===== config.mk =====
export PLATFORM = sky130hd
export DESIGN_NAME = i2c_regport
export DESIGN_NICKNAME = d
export VERILOG_FILES = /design/src/rtl/i2c_regport_pkg.sv /design/src/rtl/i2c_line_sync.sv /design/src/rtl/i2c_subaddr.sv /design/src/rtl/i2c_target_fsm.sv /design/src/rtl/i2c_regport.sv
export SDC_FILE = /design/constraint.sdc
export NUM_CORES = 1
export LEC_CHECK = 0
export BUFFER_PORTS_ARGS = -buffer_cell sky130_fd_sc_hd__buf_2
export CORE_MARGIN = 8
export CORE_UTILIZATION = 25
export CTS_CLUSTER_DIAMETER = 60
export DETAILED_ROUTE_END_ITERATION = 6
export SLEW_MARGIN = 25
export SYNTH_ARGS = -nofsm -noshare
export SYNTH_HDL_FRONTEND = slang
export SYNTH_SLANG_ARGS = --single-unit

===== constraint.sdc =====
create_clock -name clk -period 2.7 [get_ports clk]
set_input_delay 0.135 -clock clk [delete_from_list [all_inputs] [get_ports clk]]
set_output_delay 0.135 -clock clk [all_outputs]
set_load 0.005 [all_outputs]

===== src/rtl/i2c_regport_pkg.sv =====
package i2c_regport_pkg;

    typedef enum logic [3:0] {
        ST_IDLE,
        ST_ADDR,
        ST_SUB,
        ST_WDATA,
        ST_ACK_WAIT,
        ST_ACK_DRIVE,
        ST_RDATA,
        ST_RACK_WAIT,
        ST_RACK
    } tgt_state_e;

    localparam int BYTE_W = 8;
    localparam int BIT_CNT_W = 3;

endpackage


===== src/rtl/i2c_line_sync.sv =====
module i2c_line_sync #(
    parameter int STAGES = 2
) (
    input  logic clk,
    input  logic rst_n,
    input  logic scl_i,
    input  logic sda_i,
    output logic scl_lvl,
    output logic sda_lvl,
    output logic scl_rise,
    output logic scl_fall,
    output logic start_c,
    output logic stop_c
);

    // One extra stage beyond the synchronizer keeps the previous level.
    logic [STAGES:0] scl_p;
    logic [STAGES:0] sda_p;
    logic            scl_prv;
    logic            sda_prv;

    always_ff @(posedge clk or negedge rst_n) begin
        if (!rst_n) begin
            scl_p <= '1;
            sda_p <= '1;
        end else begin
            scl_p <= {scl_p[STAGES-1:0], scl_i};
            sda_p <= {sda_p[STAGES-1:0], sda_i};
        end
    end

    assign scl_lvl  = scl_p[STAGES-1];
    assign sda_lvl  = sda_p[STAGES-1];
    assign scl_prv  = scl_p[STAGES];
    assign sda_prv  = sda_p[STAGES];

    assign scl_rise = scl_lvl & ~scl_prv;
    assign scl_fall = ~scl_lvl & scl_prv;
    // SDA moving while SCL stays high marks a bus condition.
    assign start_c  = scl_lvl & scl_prv & sda_prv & ~sda_lvl;
    assign stop_c   = scl_lvl & scl_prv & ~sda_prv & sda_lvl;

endmodule


===== src/rtl/i2c_subaddr.sv =====
module i2c_subaddr #(
    parameter int           AW       = 8,
    parameter logic [AW-1:0] FIFO_REG = 8'h0F
) (
    input  logic          clk,
    input  logic          rst_n,
    input  logic          load,
    input  logic [AW-1:0] load_val,
    input  logic          step,
    output logic [AW-1:0] sub_q,
    output logic          is_fifo
);

    assign is_fifo = (sub_q == FIFO_REG);

    always_ff @(posedge clk or negedge rst_n) begin
        if (!rst_n) begin
            sub_q <= '0;
        end else if (load) begin
            sub_q <= load_val;
        end else if (step && !is_fifo) begin
            sub_q <= sub_q + 1'b1;
        end
    end

endmodule


===== src/rtl/i2c_target_fsm.sv =====
module i2c_target_fsm
    import i2c_regport_pkg::*;
#(
    parameter logic [6:0] TARGET_ADDR = 7'h2A
) (
    input  logic              clk,
    input  logic              rst_n,
    input  logic              scl_lvl,
    input  logic              sda_lvl,
    input  logic              scl_rise,
    input  logic              scl_fall,
    input  logic              start_c,
    input  logic              stop_c,
    input  logic              fifo_full,
    input  logic [BYTE_W-1:0] reg_rdata,
    input  logic              sub_is_fifo,
    output logic              sda_oe,
    output logic              reg_wr,
    output logic              reg_rd,
    output logic              fifo_push,
    output logic [BYTE_W-1:0] wr_data,
    output logic              sub_load,
    output logic [BYTE_W-1:0] sub_val,
    output logic              sub_step
);

    tgt_state_e            st, nxt;
    tgt_state_e            after_ack;
    logic [BIT_CNT_W-1:0]  bit_cnt;
    logic [BYTE_W-1:0]     rx_sh;
    logic [BYTE_W-1:0]     tx_sh;
    logic [BYTE_W-1:0]     byte_in;
    logic                  ack_go;
    logic                  host_ack;
    logic                  last_bit;
    logic                  addr_hit;
    logic                  bus_cond;
    logic                  load_rd;

    assign byte_in  = {rx_sh[BYTE_W-2:0], sda_lvl};
    assign last_bit = (bit_cnt == BIT_CNT_W'(BYTE_W - 1));
    assign addr_hit = (byte_in[BYTE_W-1:1] == TARGET_ADDR);
    assign bus_cond = start_c | stop_c;

    // Fetch a read byte at the SCL fall that opens its first bit.
    assign load_rd  = scl_fall && !bus_cond &&
                      (((st == ST_ACK_DRIVE) && (after_ack == ST_RDATA)) ||
                       ((st == ST_RACK) && host_ack));
    assign reg_rd   = load_rd;
    assign sub_step = reg_wr | load_rd;
    assign sub_load = (st == ST_SUB) && scl_rise && last_bit && !bus_cond;
    assign sub_val  = byte_in;

    // State register
    always_ff @(posedge clk or negedge rst_n) begin
        if (!rst_n) begin
            st <= ST_IDLE;
        end else begin
            st <= nxt;
        end
    end

    // Next-state logic
    always_comb begin
        nxt = st;
        if (start_c) begin
            nxt = ST_ADDR;
        end else if (stop_c) begin
            nxt = ST_IDLE;
        end else begin
            unique case (st)
                ST_IDLE: nxt = ST_IDLE;
                ST_ADDR: begin
                    if (scl_rise && last_bit) begin
                        nxt = addr_hit ? ST_ACK_WAIT : ST_IDLE;
                    end
                end
                ST_SUB, ST_WDATA: begin
                    if (scl_rise && last_bit) begin
                        nxt = ST_ACK_WAIT;
                    end
                end
                ST_ACK_WAIT: begin
                    if (scl_fall) begin
                        nxt = ST_ACK_DRIVE;
                    end
                end
                ST_ACK_DRIVE: begin
                    if (scl_fall) begin
                        nxt = after_ack;
                    end
                end
                ST_RDATA: begin
                    if (scl_rise && last_bit) begin
                        nxt = ST_RACK_WAIT;
                    end
                end
                ST_RACK_WAIT: begin
                    if (scl_fall) begin
                        nxt = ST_RACK;
                    end
                end
                ST_RACK: begin
                    if (scl_fall) begin
                        nxt = host_ack ? ST_RDATA : ST_IDLE;
                    end
                end
                default: nxt = ST_IDLE;
            endcase
        end
    end

    // Outputs and datapath
    always_ff @(posedge clk or negedge rst_n) begin
        if (!rst_n) begin
            sda_oe    <= 1'b0;
            reg_wr    <= 1'b0;
            fifo_push <= 1'b0;
            wr_data   <= '0;
            bit_cnt   <= '0;
            rx_sh     <= '0;
            tx_sh     <= '0;
            ack_go    <= 1'b0;
            host_ack  <= 1'b0;
            after_ack <= ST_IDLE;
        end else begin
            reg_wr    <= 1'b0;
            fifo_push <= 1'b0;
            if (bus_cond) begin
                bit_cnt <= '0;
                sda_oe  <= 1'b0;
            end else begin
                case (st)
                    ST_ADDR, ST_SUB, ST_WDATA: begin
                        if (scl_rise) begin
                            rx_sh   <= byte_in;
                            bit_cnt <= bit_cnt + 1'b1;
                            if (last_bit) begin
                                if (st == ST_ADDR) begin
                                    ack_go    <= addr_hit;
                                    after_ack <= byte_in[0] ? ST_RDATA : ST_SUB;
                                end else if (st == ST_SUB) begin
                                    ack_go    <= 1'b1;
                                    after_ack <= ST_WDATA;
                                end else begin
                                    after_ack <= ST_WDATA;
                                    wr_data   <= byte_in;
                                    if (sub_is_fifo) begin
                                        ack_go    <= !fifo_full;
                                        fifo_push <= !fifo_full;
                                    end else begin
                                        ack_go <= 1'b1;
                                        reg_wr <= 1'b1;
                                    end
                                end
                            end
                        end
                    end
                    ST_ACK_WAIT: begin
                        if (scl_fall) begin
                            sda_oe <= ack_go;
                        end
                    end
                    ST_ACK_DRIVE, ST_RACK: begin
                        if ((st == ST_RACK) && scl_rise) begin
                            host_ack <= !sda_lvl;
                        end
                        if (load_rd) begin
                            tx_sh   <= reg_rdata;
                            sda_oe  <= !reg_rdata[BYTE_W-1];
                            bit_cnt <= '0;
                        end else if (scl_fall) begin
                            sda_oe <= 1'b0;
                        end
                    end
                    ST_RDATA: begin
                        if (scl_rise) begin
                            bit_cnt <= bit_cnt + 1'b1;
                        end else if (scl_fall) begin
                            tx_sh  <= {tx_sh[BYTE_W-2:0], 1'b0};
                            sda_oe <= !tx_sh[BYTE_W-2];
                        end
                    end
                    ST_RACK_WAIT: begin
                        if (scl_fall) begin
                            sda_oe <= 1'b0;
                        end
                    end
                    default: begin
                        sda_oe <= 1'b0;
                    end
                endcase
            end
        end
    end

    // SDA only moves in the SCL low phase.
    p_sda_scl_low_r10: assert property (@(posedge clk) disable iff (!rst_n)
        !$stable(sda_oe) |-> !scl_lvl);

    // Write and push strobes last one cycle.
    p_wr_pulse_r11: assert property (@(posedge clk) disable iff (!rst_n)
        reg_wr |=> !reg_wr);
    p_push_pulse_r11: assert property (@(posedge clk) disable iff (!rst_n)
        fifo_push |=> !fifo_push);

    // Never push into a full FIFO.
    p_no_push_full_r6: assert property (@(posedge clk) disable iff (!rst_n)
        fifo_push |-> !$past(fifo_full));

    // A push only happens while the pointer selects the FIFO register.
    p_push_fifo_reg_r5: assert property (@(posedge clk) disable iff (!rst_n)
        fifo_push |-> sub_is_fifo);

    // Strobes are mutually exclusive.
    p_one_strobe_r4: assert property (@(posedge clk) disable iff (!rst_n)
        $countones({reg_wr, reg_rd, fifo_push}) <= 1);

    // An idle target has released the line.
    p_idle_release_r8: assert property (@(posedge clk) disable iff (!rst_n)
        (st == ST_IDLE) |-> !sda_oe);

endmodule


===== src/rtl/i2c_regport.sv =====
module i2c_regport
    import i2c_regport_pkg::*;
#(
    parameter logic [6:0]        TARGET_ADDR = 7'h2A,
    parameter logic [BYTE_W-1:0] FIFO_REG    = 8'h0F,
    parameter int                SYNC_STAGES = 2
) (
    input  logic              clk,
    input  logic              rst_n,
    input  logic              scl_i,
    input  logic              sda_i,
    output logic              sda_oe,
    output logic              reg_wr,
    output logic              reg_rd,
    output logic [BYTE_W-1:0] reg_addr,
    input  logic [BYTE_W-1:0] reg_rdata,
    output logic [BYTE_W-1:0] wr_data,
    output logic              fifo_push,
    input  logic              fifo_full
);

    logic              scl_lvl, sda_lvl, scl_rise, scl_fall, start_c, stop_c;
    logic              sub_load, sub_step, sub_is_fifo;
    logic [BYTE_W-1:0] sub_val;

    i2c_line_sync #(
        .STAGES (SYNC_STAGES)
    ) u_sync (
        .clk      (clk),
        .rst_n    (rst_n),
        .scl_i    (scl_i),
        .sda_i    (sda_i),
        .scl_lvl  (scl_lvl),
        .sda_lvl  (sda_lvl),
        .scl_rise (scl_rise),
        .scl_fall (scl_fall),
        .start_c  (start_c),
        .stop_c   (stop_c)
    );

    i2c_subaddr #(
        .AW       (BYTE_W),
        .FIFO_REG (FIFO_REG)
    ) u_sub (
        .clk      (clk),
        .rst_n    (rst_n),
        .load     (sub_load),
        .load_val (sub_val),
        .step     (sub_step),
        .sub_q    (reg_addr),
        .is_fifo  (sub_is_fifo)
    );

    i2c_target_fsm #(
        .TARGET_ADDR (TARGET_ADDR)
    ) u_fsm (
        .clk         (clk),
        .rst_n       (rst_n),
        .scl_lvl     (scl_lvl),
        .sda_lvl     (sda_lvl),
        .scl_rise    (scl_rise),
        .scl_fall    (scl_fall),
        .start_c     (start_c),
        .stop_c      (stop_c),
        .fifo_full   (fifo_full),
        .reg_rdata   (reg_rdata),
        .sub_is_fifo (sub_is_fifo),
        .sda_oe      (sda_oe),
        .reg_wr      (reg_wr),
        .reg_rd      (reg_rd),
        .fifo_push   (fifo_push),
        .wr_data     (wr_data),
        .sub_load    (sub_load),
        .sub_val     (sub_val),
        .sub_step    (sub_step)
    );

    // The pointer holds still across every FIFO push.
    p_fifo_ptr_hold_r5: assert property (@(posedge clk) disable iff (!rst_n)
        fifo_push |=> (reg_addr == FIFO_REG));

endmodule


### Word-level counts from Yosys, hierarchy flattened

Cells that the tools add are included.

| operators by class | value |
|---|---|
| add/sub/neg operators | 2 |
| equal/unequal tests | 28 |
| mux-type cells | 48 |
| bitwise logic cells | 16 |
| reductions and logical operators | 32 |

Operator list:

| kind | number |
|---|---|
| 4-bit 2-to-1 mux | 10 |
| 4-bit by 1-bit inequality test with 1-bit output, second input constant | 7 |
| 4-bit one-hot mux with 7 select lines | 1 |
| 1-bit 2-to-1 mux | 23 |
| 7-bit 2-to-1 mux | 3 |
| 4-bit by 3-bit == test with 1-bit output, second input constant | 5 |
| 3-bit 2-to-1 mux | 6 |
| 8-bit 2-to-1 mux | 2 |
| 7-bit one-hot mux with 2 select lines | 1 |
| 3-bit by 1-bit inequality test with 1-bit output, second input constant | 4 |
| 1-bit logical AND | 10 |
| 3-bit AND reduction | 3 |
| 8-bit by 1-bit adder with 8-bit output, second input constant | 1 |
| 4-bit by 2-bit == test with 1-bit output, second input constant | 2 |
| 8-bit by 4-bit == test with 1-bit output, second input constant | 1 |
| 4-bit AND reduction | 2 |
| 1-bit bitwise AND | 7 |
| 7-bit by 6-bit == test with 1-bit output, second input constant | 1 |
| 1-bit inverter | 7 |
| 7-bit AND reduction | 1 |
| 1-bit zero test | 6 |
| 2-bit by 1-bit inequality test with 1-bit output, second input constant | 3 |
| 3-bit one-hot mux with 2 select lines | 1 |
| 6-bit AND reduction | 1 |
| 15 further kinds | 18 |

| storage, ports and cells | value |
|---|---|
| flip-flop bits (word level) | 52 |
| bits of input ports | 13 |
| output and inout bits | 20 |
| word-level logic and storage cells | 140 |

### Depth between registers and ports, before layout

Gate-level depths: netlist (run 1).

| depth | value |
|---|---|
| depth in word-level cells | 11 |
| depth in mapped cells | 8 |
| gate-level depth less buffers | 7 |

### Modules after synthesis

A second synthesis (run 1) with hierarchy kept.

| unflattened totals | value |
|---|---|
| cell total of the unflattened synthesis | 229 |
| area, all modules | 2626.3 µm² |

Modules (own cells, without submodules):

| module | instances | cells each | area each (µm²) | seq. area each (µm²) |
|---|---|---|---|---|
| i2c_target_fsm | 1 | 167 | 1945.6 | 925.9 |
| i2c_subaddr | 1 | 52 | 490.5 | 200.2 |
| i2c_line_sync | 1 | 10 | 190.2 | 157.7 |

### Worst setup path before layout (run 1)

No wires, ideal clock.

| path | value |
|---|---|
| path type | reg-to-reg |
| from | register u_sync.scl_p[1] |
| to | register u_fsm.wr_data[0] |
| arrival | 1.740 ns |
| required time | 2.575 ns |
| path slack | 0.836 ns |
| stages on the path, launching flop included | 6 |
| buffers on the path | 0 |
| path through | dfstp_2 -> nor2b_1 -> and2_1 -> nand2_1 -> nor2_2 -> mux2_2 |

| between the ends | value |
|---|---|
| word-level cells in the longest chain between the ends | 6 |
| elaborated cells between the ends (all ways) | 9 |

RTL lines:

| element | RTL line | source |
|---|---|---|
| from (decl) | i2c_line_sync.sv:17 | `logic [STAGES:0] scl_p;` |
| from (signal assigned) | i2c_line_sync.sv:27 | `scl_p <= {scl_p[STAGES-1:0], scl_i};` |
| 1-bit bitwise AND | i2c_line_sync.sv:40, i2c_line_sync.sv:41 |  |
| 1-bit bitwise AND (on tied branches) (2 in series) | i2c_line_sync.sv:40, i2c_line_sync.sv:41 |  |
| 1-bit bitwise OR | i2c_target_fsm.sv:43 | `assign bus_cond = start_c \| stop_c;` |
| 1-bit inverter (no line) | n/a |  |
| 6-bit AND reduction (no line) * | n/a |  |
| to (signal assigned) | i2c_target_fsm.sv:147 | `wr_data <= byte_in;` |
| to (decl) | i2c_target_fsm.sv:21 | `output logic [BYTE_W-1:0] wr_data,` |

Mark *: on every way between the ends. The rest lies on a longest branch, timed or not.
A chain may end at the register's enable or synchronous reset.

### Final worst setup path (run 1)

Ends and elaborated chain as after synthesis.

==> impl_metrics.toml, run 1 <==
[cells_and_area]
area_delta_synth_final_pct = 17.8
antenna_cells = 0
final_util = 0.304
drive_above_1_share = 0.273
final_nets = 297

[cts]
clk_pin_slew_worst_paths_ps = 90
clock-root-buffer = "clkbuf_8"
cts_buffers = 5
cts_max_level = 2
clkSinkCount = 51
clock_latency_ps = 320
cts_tree = "yes"
cts_buffer_depth = 2
cts_setup_buffers = 0

[synth]
syn_area_um2 = 2520
synthArstFlopShare = 1.00
yosysSeqAreaShare = 0.509
synth-edff-count = 0
synth_top_area_share = 0.446
synthTopCellsByCount = "dfrtp_1 (45), nor2_1 (29), a21oi_1 (25), nand2_1 (19), mux2_2 (15)"
synth_fp_nets = 258
ys_types = 47
ys_warn_count = 0
ys_ff_latch = 51
yosys.area.top_type = "dfrtp_1"
avgSynthCellArea_um2 = 10.4
synth.most_common_cell = "dfrtp_1"
synth_ff_type = "dfrtp_1"
yosys-top-cells-area = "dfrtp_1 (45%), mux2_2 (6.7%), dfstp_2 (6.3%)"
syn_inst = 242

[worst_setup_path]
reg2reg_slack_ps = 550
r2r-end = "u_fsm.wr_data[0]$_DFFE_PN0P_"
critPathMaxFanout = 9
r2r_start = "u_sync.scl_p[1]$_DFF_PN1_"
crit_chain = "nor2b_1 > and2_1 > nand2_1 > nor2_2 > mux2_2"
max_stage_delay_ps = 570
critPathRequiredTime_ps = 2910
crit_type = "register to register"
crit_path_end_kind = "register"
critical-path-slowest-cell = "dfstp_2"
arrival_ps = 2360
r2r_cells = 5
cp-start-kind = "register"

[global_routing]
track_usage = 0.0901
grt_pass1_wl_mm = 9.60
antenna_found_initial = 0
grt_max_degree = 37
grt_remaining_overflow = 0
grt_pass1_vias = 1896

[sta]
fin_skew_ps = 9.98
period_share = 0.797
final.min_clock_period_ps = 2150
hold_viol = 0
finalSetupViolations = 0
setup_tns_ps = 0
rsz0062_at_grt = "no"
fmax_mhz = 465
tightest_slew_ps = 608
timing.hold.ws_ps = 55.6
slew_violations = 0
max_slew_margin = 0.593

[detailed_routing]
dr.pass1.iters = 4
routed_wl_mm = 5.78
drtIter0Drc = 110
detail_route.wl_per_cell_um = 13.9
antenna_left = 0
vias = 1917
drc = 0
vias_per_cell = 4.62

[power_and_ir_drop]
ir_drop_uv = 227
total_power_uw = 1640
power_density_nw_per_um2 = 552
power.leakage_uw = 0.00134

[die]
dieArea_um2 = 13600
die_h_um = 116
row_count = 36
core_area_um2 = 9770
initial_core_util = 0.258
io_pins = 33
die_width_um = 116

[hold_path]
hp-class = "input pin to register"
min_to = "u_fsm.tx_sh[0]$_DFFE_PN0P_"
whs_path_depth = 3
hold_start = "reg_rdata[0]"

[status]
status = "complete, no violations"

[placement]
hpwl_mm = 4.22
portBuffers = 32
place_congestion = 0.886

[run]
maxCapViolations = 0
kinds of logic after synthesis:
family | synth area share
simple gates | 0.202
compound gates | 0.135
flops | 0.509
mux | 0.0987
buf+inv | 0.0263
xor+xnor | 0.0139
fa+ha+maj | 0.0149
power by group:
part | total (uW) | internal [uW] | switching [uW] | leakage (uW)
registers | 901 | 831 | 69.9 | 0.000642
clock network | 464 | 186 | 277 | 0.0000485
logic | 274 | 128 | 146 | 0.000646
metal layers:
| metal | global-route usage | wire (um) |
|---|---|---|
| met5 | 0 | 0 |
| met4 | 0.0328 | 80 |
| met3 | 0.0264 | 400 |
| met2 | 0.134 | 2480 |
| met1 | 0.121 | 2810 |
critical path, delay by kind of cell, from the launching register on:
kind          cells  cell delay [ps]
flops             1              570
mux               1              390
simple gates      4             1090
metrics by stage:
| step | cells | instance area (um2) | worst slack [ps] |
|---|---|---|---|
| after global routing | 415 | 2970 | 371 |
| after detailed placement | 403 | 2840 | 558 |
| after CTS | 414 | 2960 | 538 |
| final | 415 | 2970 | 548 |
| after floorplan | 242 | 2520 | 836 |
| after global placement | 403 | 2840 | 636 |
state kept, by name, indices dropped and copies added, names as in the netlist:
register	flops
u_fsm.ack_go	1
u_fsm.after_ack	3
u_fsm.bit_cnt	3
u_fsm.fifo_push	1
u_fsm.host_ack	1
u_fsm.reg_wr	1
u_fsm.rx_sh	7
u_fsm.sda_oe	1
u_fsm.st	4
u_fsm.tx_sh	7
u_fsm.wr_data	8
u_sub.sub_q	8
u_sync.scl_p	3
u_sync.sda_p	3
final cells by class:
class                      count  area [um2]
tap                          133         166
fill                        1049        6800
clock inverter                 3        22.5
clock buffer                   5        68.8
multi-input combinational    177        1170
timing repair buffer          41         238
inverter                       5        18.8
sequential                    51        1280
how the worst max path moves through the flow:
stage	start	end	slack [ps]
6_report	u_sync.scl_p[1]$_DFF_PN1_	u_fsm.wr_data[0]$_DFFE_PN0P_	550
5_1_grt	u_sync.scl_p[1]$_DFF_PN1_	u_fsm.wr_data[0]$_DFFE_PN0P_	370
4_1_cts	u_sync.scl_p[1]$_DFF_PN1_	u_fsm.wr_data[0]$_DFFE_PN0P_	540
3_5_place_dp	u_sync.scl_p[1]$_DFF_PN1_	u_fsm.wr_data[6]$_DFFE_PN0P_	560
3_3_place_gp	u_sync.scl_p[1]$_DFF_PN1_	u_fsm.wr_data[7]$_DFFE_PN0P_	640
2_1_floorplan	u_sync.scl_p[1]$_DFF_PN1_	u_fsm.wr_data[0]$_DFFE_PN0P_	840
layout by cell type, fill, tap and decap left out, types with 2 or more instances in the layout:
cell,count
nand3_1,6
a31oi_1,2
dfstp_2,6
nand2_1,19
inv_1,5
o22ai_1,3
mux2i_1,8
a22oi_1,2
dlygate4sd3_1,4
mux2_2,15
o21ai_0,10
a32o_1,2
nor4bb_1,2
dfrtp_1,45
a21oi_1,25
buf_2,32
xnor2_1,3
buf_4,5
o32ai_1,2
nand2b_1,6
or2_2,2
and3_1,4
nor2b_1,4
nor2_1,29
nor3_1,8
ha_1,3
o21bai_1,2
or3_1,2
clkbuf_8,5
timing repair:
item / in CTS / in global routing
hold endpoints to repair: 14 / 1
hold buffers: 3 / 1
resized for setup: 0 / 0
Note: power is estimated with default switching activity, not from simulation.
==> run 2: changes to the inputs <==
==> constraint.sdc (replaced) <==
create_clock -name clk -period 2.2 [get_ports clk]
set_input_delay 0.11 -clock clk [delete_from_list [all_inputs] [get_ports clk]]
set_output_delay 0.11 -clock clk [all_outputs]
set_load 0.005 [all_outputs]
==> impl_metrics.toml, run 2 (synthesis results as in run 1) <==
[worst_setup_path]
crit_path_end_kind = "register"
critPathRequiredTime_ps = 2390
max_stage_delay_ps = 580
critPathMaxFanout = 9
arrival_ps = 2210
r2r_start = "u_sync.scl_p[1]$_DFF_PN1_"
startpoint = "u_sync.scl_p[1]$_DFF_PN1_"
reg2reg_slack_ps = 190
crit_type = "register to register"
cp-start-kind = "register"
critical-path-slowest-cell = "dfstp_2"
crit_chain = "nor2b_1 > and2_1 > nand2_1 > nor2_2 > buf_4 > mux2_2"

[sta]
period_share = 0.916
fin_skew_ps = 7.45
finalSetupViolations = 0
hold_viol = 0
timing.hold.ws_ps = 45.2
slew_violations = 0
final.min_clock_period_ps = 2010
max_slew_margin = 0.519
fmax_mhz = 496
setup_tns_ps = 0
setup_slack_ps = 186
rsz0062_at_grt = "no"
tightest_slew_ps = 722

[cts]
cts_setup_buffers = 0
cts_buffer_depth = 2
clock-root-buffer = "clkbuf_8"
clk_pin_slew_worst_paths_ps = 100
cts_buffers = 5
clkSinkCount = 51
clock_latency_ps = 300
cts_tree = "yes"
cts_max_level = 2

[hold_path]
hold_start = "reg_rdata[0]"
hp-class = "input pin to register"

[cells_and_area]
area_delta_synth_final_pct = 21.3
antenna_cells = 0
final_nets = 305
layout_common_cells = "dfrtp_1 (45), buf_2 (32), nor2_1 (29), a21oi_1 (25), nand2_1 (19)"
drive_above_1_share = 0.293
nFillCells = 1026
final_common_cell = "dfrtp_1"
top_regs = "u_fsm.wr_data (8), u_sub.sub_q (8)"

[die]
dieArea_um2 = 13600
row_count = 36
initial_core_util = 0.258
die_h_um = 116
core_area_um2 = 9770
die_width_um = 116
io_pins = 33

[placement]
place_congestion = 0.859
hpwl_mm = 4.45
dpl_worst_slack_ps = 236
portBuffers = 32

[global_routing]
use_met1 = 0.122
track_usage = 0.0925
grt_pass1_wl_mm = 9.95
grt_max_degree = 33
gr-usage-met3 = 0.0269
antenna_found_initial = 0
grt_pass1_vias = 2002
grt_remaining_overflow = 0
grt_util_met2 = 0.146
gr-max-usage-layer = "met2"

[detailed_routing]
drc = 0
dr.pass1.iters = 4
detail_route.wl_per_cell_um = 14.2
vias = 1955
antenna_left = 0
drtIter0Drc = 114
routed_wl_mm = 5.99
vias_per_cell = 4.62

[power_and_ir_drop]
power.leakage_uw = 0.00139
ir_drop_uv = 438
power_density_nw_per_um2 = 699

[status]
status = "complete, no violations"

[run]
maxCapViolations = 0
run 2: changes by cell type in the layout (fill, tap and decap cells not counted), sizes merged:
cell    delta
buf        +8
clkinv     -2
bufinv     +1
clkbuf     +1
run 2: worst paths after layout:
path,endpoint,cells after the start
worst min register to register,u_sync.scl_p[1]$_DFF_PN1_,0
min in group asynchronous,u_fsm.rx_sh[0]$_DFFE_PN0P_,2
max in group asynchronous,u_sub.sub_q[5]$_DFFE_PN0P_,3
worst min-delay path,u_fsm.tx_sh[0]$_DFFE_PN0P_,3
worst max-delay path,u_fsm.wr_data[4]$_DFFE_PN0P_,6
worst max register to register,u_fsm.wr_data[4]$_DFFE_PN0P_,6
run 2: cell type report:
| class | count | area, um2 | area share |
|---|---|---|---|
| Clock inverter | 2 | 38.8 | 0.0127 |
| Sequential cell | 51 | 1280 | 0.419 |
| Multi-Input combinational cell | 177 | 1170 | 0.383 |
| Tap cell | 133 | 166 | 0.0544 |
| Clock buffer | 6 | 82.6 | 0.0270 |
| Timing Repair Buffer | 49 | 298 | 0.0973 |
| Inverter | 5 | 18.8 | 0.00613 |
run 2: timing repair:
action | in CTS | in global routing
hold endpoints to repair | 27 | 0
gates resized for setup | 0 | 0
hold buffers | 4 | 0
run 2: power by group:
part           switching [uW]  total (uW)  internal [uW]
clock network             320         695            375
logic                     161         320            159
registers                 105        1120           1020
run 2: per-stage QoR:
step / total power (uW) / instances / util / area (um2)
floorplan: 1350 / 242 / - / 2520
global placement: 1450 / 411 / 0.297 / 2900
detailed placement: 1460 / 411 / 0.297 / 2900
CTS: 2160 / 423 / 0.313 / 3060
global route: 2250 / 423 / 0.313 / 3060
finish: 2140 / 423 / 0.313 / 3060
run 2: worst max-delay path, delay by kind of cell, from the launching register on:
kind / cells / cell delay (ps)
buffers and inverters: 1 / 190
muxes: 1 / 350
and+or+nand+nor: 4 / 800
DFF: 1 / 580
run 2: routing by layer:
metal  wire length, um  part of all wire
met2              2750              0.46
met3               391             0.065
met1              2810              0.47
met5                 0                 0
met4                42            0.0070
